[config.mk]
export PLATFORM = sky130hd
export DESIGN_NAME = rns_mr_converter
export DESIGN_NICKNAME = d
export VERILOG_FILES = /design/src/rtl/rns_mr_pkg.sv /design/src/rtl/rns_mr_seq.sv /design/src/rtl/rns_mr_lane.sv /design/src/rtl/rns_mr_rebuild.sv /design/src/rtl/rns_mr_converter.sv
export SDC_FILE = /design/constraint.sdc
export NUM_CORES = 1
export LEC_CHECK = 0
export CAP_MARGIN = 20
export CORE_MARGIN = 2
export CORE_UTILIZATION = 46
export DETAILED_ROUTE_END_ITERATION = 12
export GPL_TIMING_DRIVEN = 0
export PLACE_DENSITY = 0.7
export SKIP_LAST_GASP = 1
export SLEW_MARGIN = 20
export SYNTH_ARGS = -nofsm -noshare
export SYNTH_HDL_FRONTEND = slang
export SYNTH_SLANG_ARGS = --single-unit
[constraint.sdc]
create_clock -name clk -period 12 [get_ports clk]
set_input_delay 2.4 -clock clk [delete_from_list [all_inputs] [get_ports clk]]
set_output_delay 2.4 -clock clk [all_outputs]
set_load 0.02 [all_outputs]
[src/rtl/rns_mr_pkg.sv]
package rns_mr_pkg;

    // channel bit widths; moduli follow as 2^k or 2^k - 1
    localparam int NCH  = 4;
    localparam int K1   = 7;
    localparam int K2   = 5;
    localparam int K3   = 6;
    localparam int K4   = 7;
    localparam int MOD1 = 1 << K1;
    localparam int MOD2 = (1 << K2) - 1;
    localparam int MOD3 = (1 << K3) - 1;
    localparam int MOD4 = (1 << K4) - 1;

    localparam int RW     = K1;                          // lane register width
    localparam int MW     = 2 * RW + 2;                  // modular temp width
    localparam int OUTW   = 25;                          // binary result width
    localparam int TW     = OUTW - K1;                   // rebuild adder width
    localparam int RANGE_M = MOD1 * MOD2 * MOD3 * MOD4;
    localparam int HALF_M  = RANGE_M / 2;
    localparam int STEPS   = 2 * (NCH - 1);              // digit-phase steps
    localparam int CONV_CYCLES = STEPS + 2;              // accept .. done

    typedef enum logic [1:0] {
        PH_IDLE = 2'd0,
        PH_STEP = 2'd1,
        PH_EMIT = 2'd2
    } phase_e;

    typedef struct packed {
        logic [RW-1:0] p1;
        logic [RW-1:0] p2;
        logic [RW-1:0] p3;
        logic [RW-1:0] p4;
    } digits_t;

    function automatic int modulus(int idx);
        case (idx)
            0:       return MOD1;
            1:       return MOD2;
            2:       return MOD3;
            default: return MOD4;
        endcase
    endfunction

    // elaboration-time search for a modular inverse
    function automatic int modinv(int a, int m);
        int r;
        r = 0;
        for (int k = 1; k < m; k++) begin
            if (((a * k) % m) == 1 && r == 0) r = k;
        end
        return r;
    endfunction

endpackage

[src/rtl/rns_mr_seq.sv]
module rns_mr_seq
    import rns_mr_pkg::*;
(
    input  logic       clk,
    input  logic       rst,
    input  logic       start,
    output logic       load,
    output logic       sub_en,
    output logic       mul_en,
    output logic [1:0] stage,
    output logic       emit,
    output logic       busy
);

    phase_e     ph_q;
    logic [2:0] step_q;

    always_ff @(posedge clk) begin
        if (rst) begin
            ph_q   <= PH_IDLE;
            step_q <= '0;
        end else begin
            case (ph_q)
                PH_IDLE: begin
                    if (start) begin
                        ph_q   <= PH_STEP;
                        step_q <= '0;
                    end
                end
                PH_STEP: begin
                    if (step_q == 3'(STEPS - 1)) ph_q <= PH_EMIT;
                    else                         step_q <= step_q + 3'd1;
                end
                PH_EMIT: ph_q <= PH_IDLE;
                default: ph_q <= PH_IDLE;
            endcase
        end
    end

    always_comb begin
        load   = (ph_q == PH_IDLE) && start;
        sub_en = (ph_q == PH_STEP) && !step_q[0];
        mul_en = (ph_q == PH_STEP) &&  step_q[0];
        stage  = step_q[2:1];
        emit   = (ph_q == PH_EMIT);
        busy   = (ph_q != PH_IDLE);
    end

endmodule

[src/rtl/rns_mr_lane.sv]
module rns_mr_lane
    import rns_mr_pkg::*;
#(
    parameter int MOD  = 31,
    parameter int LANE = 1
)(
    input  logic          clk,
    input  logic          rst,
    input  logic          load,
    input  logic [RW-1:0] load_val,
    input  logic          sub_en,
    input  logic          mul_en,
    input  logic [1:0]    stage,
    input  logic [RW-1:0] digit,
    output logic [RW-1:0] value
);

    // inverses of the earlier moduli taken modulo this lane's modulus
    localparam int INV0 = modinv(modulus(0) % MOD, MOD);
    localparam int INV1 = (LANE > 1) ? modinv(modulus(1) % MOD, MOD) : 1;
    localparam int INV2 = (LANE > 2) ? modinv(modulus(2) % MOD, MOD) : 1;
    localparam logic [MW-1:0] MODW = MW'(MOD);

    logic [RW-1:0] v_q;
    logic [MW-1:0] v_ext;
    logic [MW-1:0] d_red;
    logic [MW-1:0] factor;
    logic [RW-1:0] nxt_sub;
    logic [RW-1:0] nxt_mul;
    logic          active;

    always_comb begin
        active = (LANE > int'(stage));
        v_ext  = MW'(v_q);
        d_red  = MW'(digit) % MODW;
        case (stage)
            2'd0:    factor = MW'(INV0);
            2'd1:    factor = MW'(INV1);
            default: factor = MW'(INV2);
        endcase
        nxt_sub = RW'((v_ext + MODW - d_red) % MODW);
        nxt_mul = RW'((v_ext * factor) % MODW);
    end

    always_ff @(posedge clk) begin
        if (rst)                  v_q <= '0;
        else if (load)            v_q <= load_val;
        else if (active && sub_en) v_q <= nxt_sub;
        else if (active && mul_en) v_q <= nxt_mul;
    end

    assign value = v_q;

endmodule

[src/rtl/rns_mr_rebuild.sv]
module rns_mr_rebuild
    import rns_mr_pkg::*;
(
    input  digits_t         dig,
    output logic [OUTW-1:0] value,
    output logic            neg
);

    logic [TW-1:0]   a4;
    logic [TW-1:0]   t1;
    logic [TW-1:0]   t2;
    logic [OUTW-1:0] x;

    always_comb begin
        a4    = TW'(dig.p4);
        // p4*63 + p3, then *31 + p2, each as shift-and-subtract
        t1    = (a4 << K3) - a4 + TW'(dig.p3);
        t2    = (t1 << K2) - t1 + TW'(dig.p2);
        x     = {t2, dig.p1};
        neg   = (x >= OUTW'(HALF_M));
        value = neg ? (x - OUTW'(RANGE_M)) : x;
    end

endmodule

[src/rtl/rns_mr_converter.sv]
module rns_mr_converter
    import rns_mr_pkg::*;
(
    input  logic                   clk,
    input  logic                   rst,
    input  logic                   start,
    input  logic [K1-1:0]          res_m128,
    input  logic [K2-1:0]          res_m31,
    input  logic [K3-1:0]          res_m63,
    input  logic [K4-1:0]          res_m127,
    output logic                   busy,
    output logic                   done,
    output logic signed [OUTW-1:0] value,
    output logic                   is_neg
);

    logic            load, sub_en, mul_en, emit;
    logic [1:0]      stage;
    logic [RW-1:0]   p1_q;
    logic [RW-1:0]   in_res [NCH];
    logic [RW-1:0]   lane_q [1:NCH-1];
    logic [RW-1:0]   sel_digit;
    digits_t         dig;
    logic [OUTW-1:0] rb_val;
    logic            rb_neg;

    rns_mr_seq u_seq (
        .clk    (clk),
        .rst    (rst),
        .start  (start),
        .load   (load),
        .sub_en (sub_en),
        .mul_en (mul_en),
        .stage  (stage),
        .emit   (emit),
        .busy   (busy)
    );

    always_comb begin
        in_res[0] = RW'(res_m128);
        in_res[1] = RW'(res_m31);
        in_res[2] = RW'(res_m63);
        in_res[3] = RW'(res_m127);
    end

    // the power-of-two channel is the first digit as captured
    always_ff @(posedge clk) begin
        if (rst)       p1_q <= '0;
        else if (load) p1_q <= in_res[0];
    end

    // digit consumed in the current round
    always_comb begin
        case (stage)
            2'd0:    sel_digit = p1_q;
            2'd1:    sel_digit = lane_q[1];
            default: sel_digit = lane_q[2];
        endcase
    end

    for (genvar g = 1; g < NCH; g++) begin : g_lane
        rns_mr_lane #(
            .MOD  (modulus(g)),
            .LANE (g)
        ) u_lane (
            .clk      (clk),
            .rst      (rst),
            .load     (load),
            .load_val (in_res[g]),
            .sub_en   (sub_en),
            .mul_en   (mul_en),
            .stage    (stage),
            .digit    (sel_digit),
            .value    (lane_q[g])
        );
    end

    always_comb begin
        dig.p1 = p1_q;
        dig.p2 = lane_q[1];
        dig.p3 = lane_q[2];
        dig.p4 = lane_q[3];
    end

    rns_mr_rebuild u_rebuild (
        .dig   (dig),
        .value (rb_val),
        .neg   (rb_neg)
    );

    always_ff @(posedge clk) begin
        if (rst) begin
            value  <= '0;
            is_neg <= 1'b0;
            done   <= 1'b0;
        end else begin
            done <= emit;
            if (emit) begin
                value  <= rb_val;
                is_neg <= rb_neg;
            end
        end
    end

endmodule

==> results.sh <==
export IMPL_status="complete, but fails checks"
export IMPL_violations="negative setup slack"
export IMPL_maxCapViolCount=0
export IMPL_netlist_cell_type_count=142
export IMPL_finalMaxSlewViolations=0
export IMPL_dieArea_um2=39200
export IMPL_fin_ws_ns=-0.1476
export IMPL_postSynthCellCount=2371
export IMPL_rr_endpoint="g_lane[2].u_lane.value[1]"
export IMPL_port_buffers=54
export IMPL_n_antenna_cell=0
export IMPL_syn2layout_area_growth_pct=32.62
export IMPL_final_nets=2889
export IMPL_multiInputGateArea_um2=17350
export IMPL_cts_hold_buffers=0
export IMPL_fp_dieH_um=198.0
export IMPL_relSlewSlack_pct=29.46
export IMPL_clk_path_buf_depth=2
export IMPL_final_common_cell="nand2_1"
export IMPL_grt_remaining_overflow=0
export IMPL_antenna_found_initial=0
export IMPL_dp_hpwl_mm=42.96
export IMPL_cp_start_kind="flop"
export IMPL_synthFlopType="dfxtp_1"
export IMPL_synth_area_um2=17310
export IMPL_core_area_um2=37400
export IMPL_fin_worst_skew_ns=0.008599
export IMPL_critical_path_class="reg -> reg"
export IMPL_holdPathStages=2
export IMPL_reg2reg_slack_ns=-0.15
export IMPL_crit_arrival_ns=12.37
export IMPL_worst_path_max_fanout=7
export IMPL_hold_start="value[24]"
export IMPL_rsz0062_at_grt="true"
export IMPL_cts_tree="built"
export IMPL_hold_path_end="value[24]"
export IMPL_hold_class="reg -> reg"
export IMPL_clock_fmax_mhz=82.32
export IMPL_fillCellCount=3236
export IMPL_synth_xor_area_share_pct=7.662
export IMPL_path_clk_slew_ns=0.06
export IMPL_clock_sinks=60
export IMPL_drtAntennaViolNets=0
export IMPL_gp_congestion=0.9254
export IMPL_h_tree_depth=3
export IMPL_fin_tns_setup_ns=-0.9712
export IMPL_vias=20170
export IMPL_vias_per_cell=6.334
export IMPL_ys_ff_latch=60
export IMPL_ys_warn_count=0
export IMPL_synth_compound_area_share_pct=34.16
export IMPL_reg2reg_depth=56
export IMPL_cp_common_cell="nor3_4"
export IMPL_grt_max_degree=13
export IMPL_start_util_pct=46.28
export IMPL_period_minus_slack_ns=12.15
export IMPL_synth_adder_area_share_pct=15.65
export IMPL_cp_end_kind="flop"
export IMPL_synth_simple_area_share_pct=26.03
export IMPL_detail_route_iter0_violations=1661
export IMPL_cts_made_buffers=9
export IMPL_synth_avg_cell_area_um2=7.300
export IMPL_hold_violations=0
export IMPL_yosysSeqAreaShare_pct=6.939
export IMPL_die_width_um=198.0
export IMPL_final_cell_mix="227 x nand2_1, 224 x buf_4, 196 x nor2_1"
export IMPL_critPathMaxStageDelay_ns=0.46
export IMPL_track_usage_pct=27.74
export IMPL_num_rows=71
export IMPL_slowest_stage="or4_4"
export IMPL_grt_pass1_vias=18420
export IMPL_clock_latency_ns=0.34
export IMPL_layout_drive_gt1_share_pct=27.19
export IMPL_r2r_start="u_seq.step_q[1]"
export IMPL_routed_wl_mm=60.13
export IMPL_cts_root_buf="clkbuf_16"
export IMPL_pin_count=56
export IMPL_async_flop_share_pct=0
export IMPL_drc=0
export IMPL_tightest_slew_ns=1.029
export IMPL_finalSetupViolCount=11
export IMPL_min_period_over_period_pct=101.2
export IMPL_register_area_um2=1205
export IMPL_synth_edf_count=0
export IMPL_grt_pass1_wl_mm=91.02
export IMPL_synthMuxAreaShare_pct=4.243
export IMPL_dr_pass1_iters=6
export IMPL_synth_top_family_by_area="compound AO/OA/AOI/OAI gates"
export IMPL_wire_per_inst_um=18.88
export IMPL_required_ns=12.22
-- cell usage after synthesis (15+ instances only) --
master	count	area, µm²
nor3_1	79	395.4
and3_1	31	193.9
o21ai_1	28	140.1
inv_1	137	514.2
nor2_1	207	777.0
nor4_1	20	125.1
o21ai_0	108	540.5
a21oi_1	151	755.7
nand4_1	22	137.6
a31oi_1	33	206.5
o22ai_1	15	93.84
or3_1	18	112.6
o21a_1	27	202.7
a21boi_0	15	112.6
xnor2_1	97	849.6
clkbuf_1	43	161.4
xor2_1	50	437.9
o31ai_1	25	187.7
or2_2	18	112.6
o21bai_1	27	202.7
nand2b_1	25	156.4
a21o_1	39	292.8
fa_1	41	820.8
nor2b_1	32	200.2
nand3_1	78	390.4
mux2i_1	36	360.4
a211oi_1	48	360.4
a211o_1	18	157.7
dfxtp_1	60	1201
o211ai_1	36	270.3
nand2_1	245	919.6
and2_1	32	200.2
ha_1	150	1877
buf_2	19	95.09
-- per-stage QoR --
stage          cells  util (%)  area (µm²)  setup slack (ns)  hold slack (ns)
6_report        3185     61.38       22960           -0.1476           0.4565
2_1_floorplan   2374         -       17640           -0.3567           0.4571
3_5_place_dp    2939     50.31       18820            -2.506           0.4465
3_3_place_gp    2939     50.31       18820            -2.235           0.4435
5_1_grt         3185     61.38       22960           -0.7193           0.4744
4_1_cts         3066     55.95       20930         0.0006732           0.4595
-- critical path: cells and delay by family (launching register included) --
kind / cells / cell delay [ns]
xor+xnor: 4 / 0.74
mux: 2 / 0.44
simple gates: 10 / 2.31
buf+inv: 7 / 0.73
compound gates: 27 / 6.05
flops: 1 / 0.32
fa+ha+maj: 6 / 1.39
-- how the worst max path moves through the flow --
| stage | startpoint | end | cells after the start |
|---|---|---|---|
| after CTS | u_seq.step_q[2] | g_lane[2].u_lane.value[1] | 57 |
| after floorplan | u_seq.step_q[1] | g_lane[1].u_lane.value[3] | 65 |
| final | u_seq.step_q[1] | g_lane[2].u_lane.value[1] | 56 |
| after global routing | u_seq.step_q[1] | g_lane[1].u_lane.value[6] | 64 |
| after detailed placement | g_lane[2].u_lane.value[5] | g_lane[2].u_lane.value[1] | 53 |
| after global placement | g_lane[1].u_lane.value[2] | g_lane[2].u_lane.value[1] | 57 |
-- registers in the layout, indices dropped and copies added, names as in the netlist --
signal               count
u_seq.ph_q               2
p1_q                     7
is_neg                   1
g_lane.u_lane.value     21
value                   25
u_seq.step_q             3
done                     1
-- cell families after synthesis --
logic type / Yosys count
mux: 64
simple gates: 893
other cells: 2
buf+inv: 219
compound gates: 792
xor+xnor: 149
flops: 60
fa+ha+maj: 192
-- per-layer routing --
| layer | vias up | global-route usage [%] | share of wire (%) |
|---|---|---|---|
| met5 | - | 0 | 0 |
| met4 | 0 | 8.466 | 3.1 |
| met3 | 166 | 2.248 | 5.2 |
| met2 | 778 | 48.46 | 49 |
| met1 | 9720 | 36.26 | 42 |
| li1 | 9510 | - | - |
-- layout make-up --
class / count / share of cell area (%)
sequential: 60 / 5.249
clock buffer: 11 / 1.057
multi-input combinational: 2097 / 75.57
clock inverter: 4 / 0.3216
timing repair buffer: 292 / 10.64
buffer: 68 / 1.962
tap: 511 / 2.785
inverter: 142 / 2.415
-- what timing repair did --
item / in CTS / in global routing
setup buffers: 117 / 122
setup endpoints to repair: 21 / 21
resized for setup: 204 / 247
pin swaps: 97 / 148
cloned: 2 / 1
Power is not shown: default switching activity piles up to over one toggle a cycle in this logic, so the estimate is an artifact.
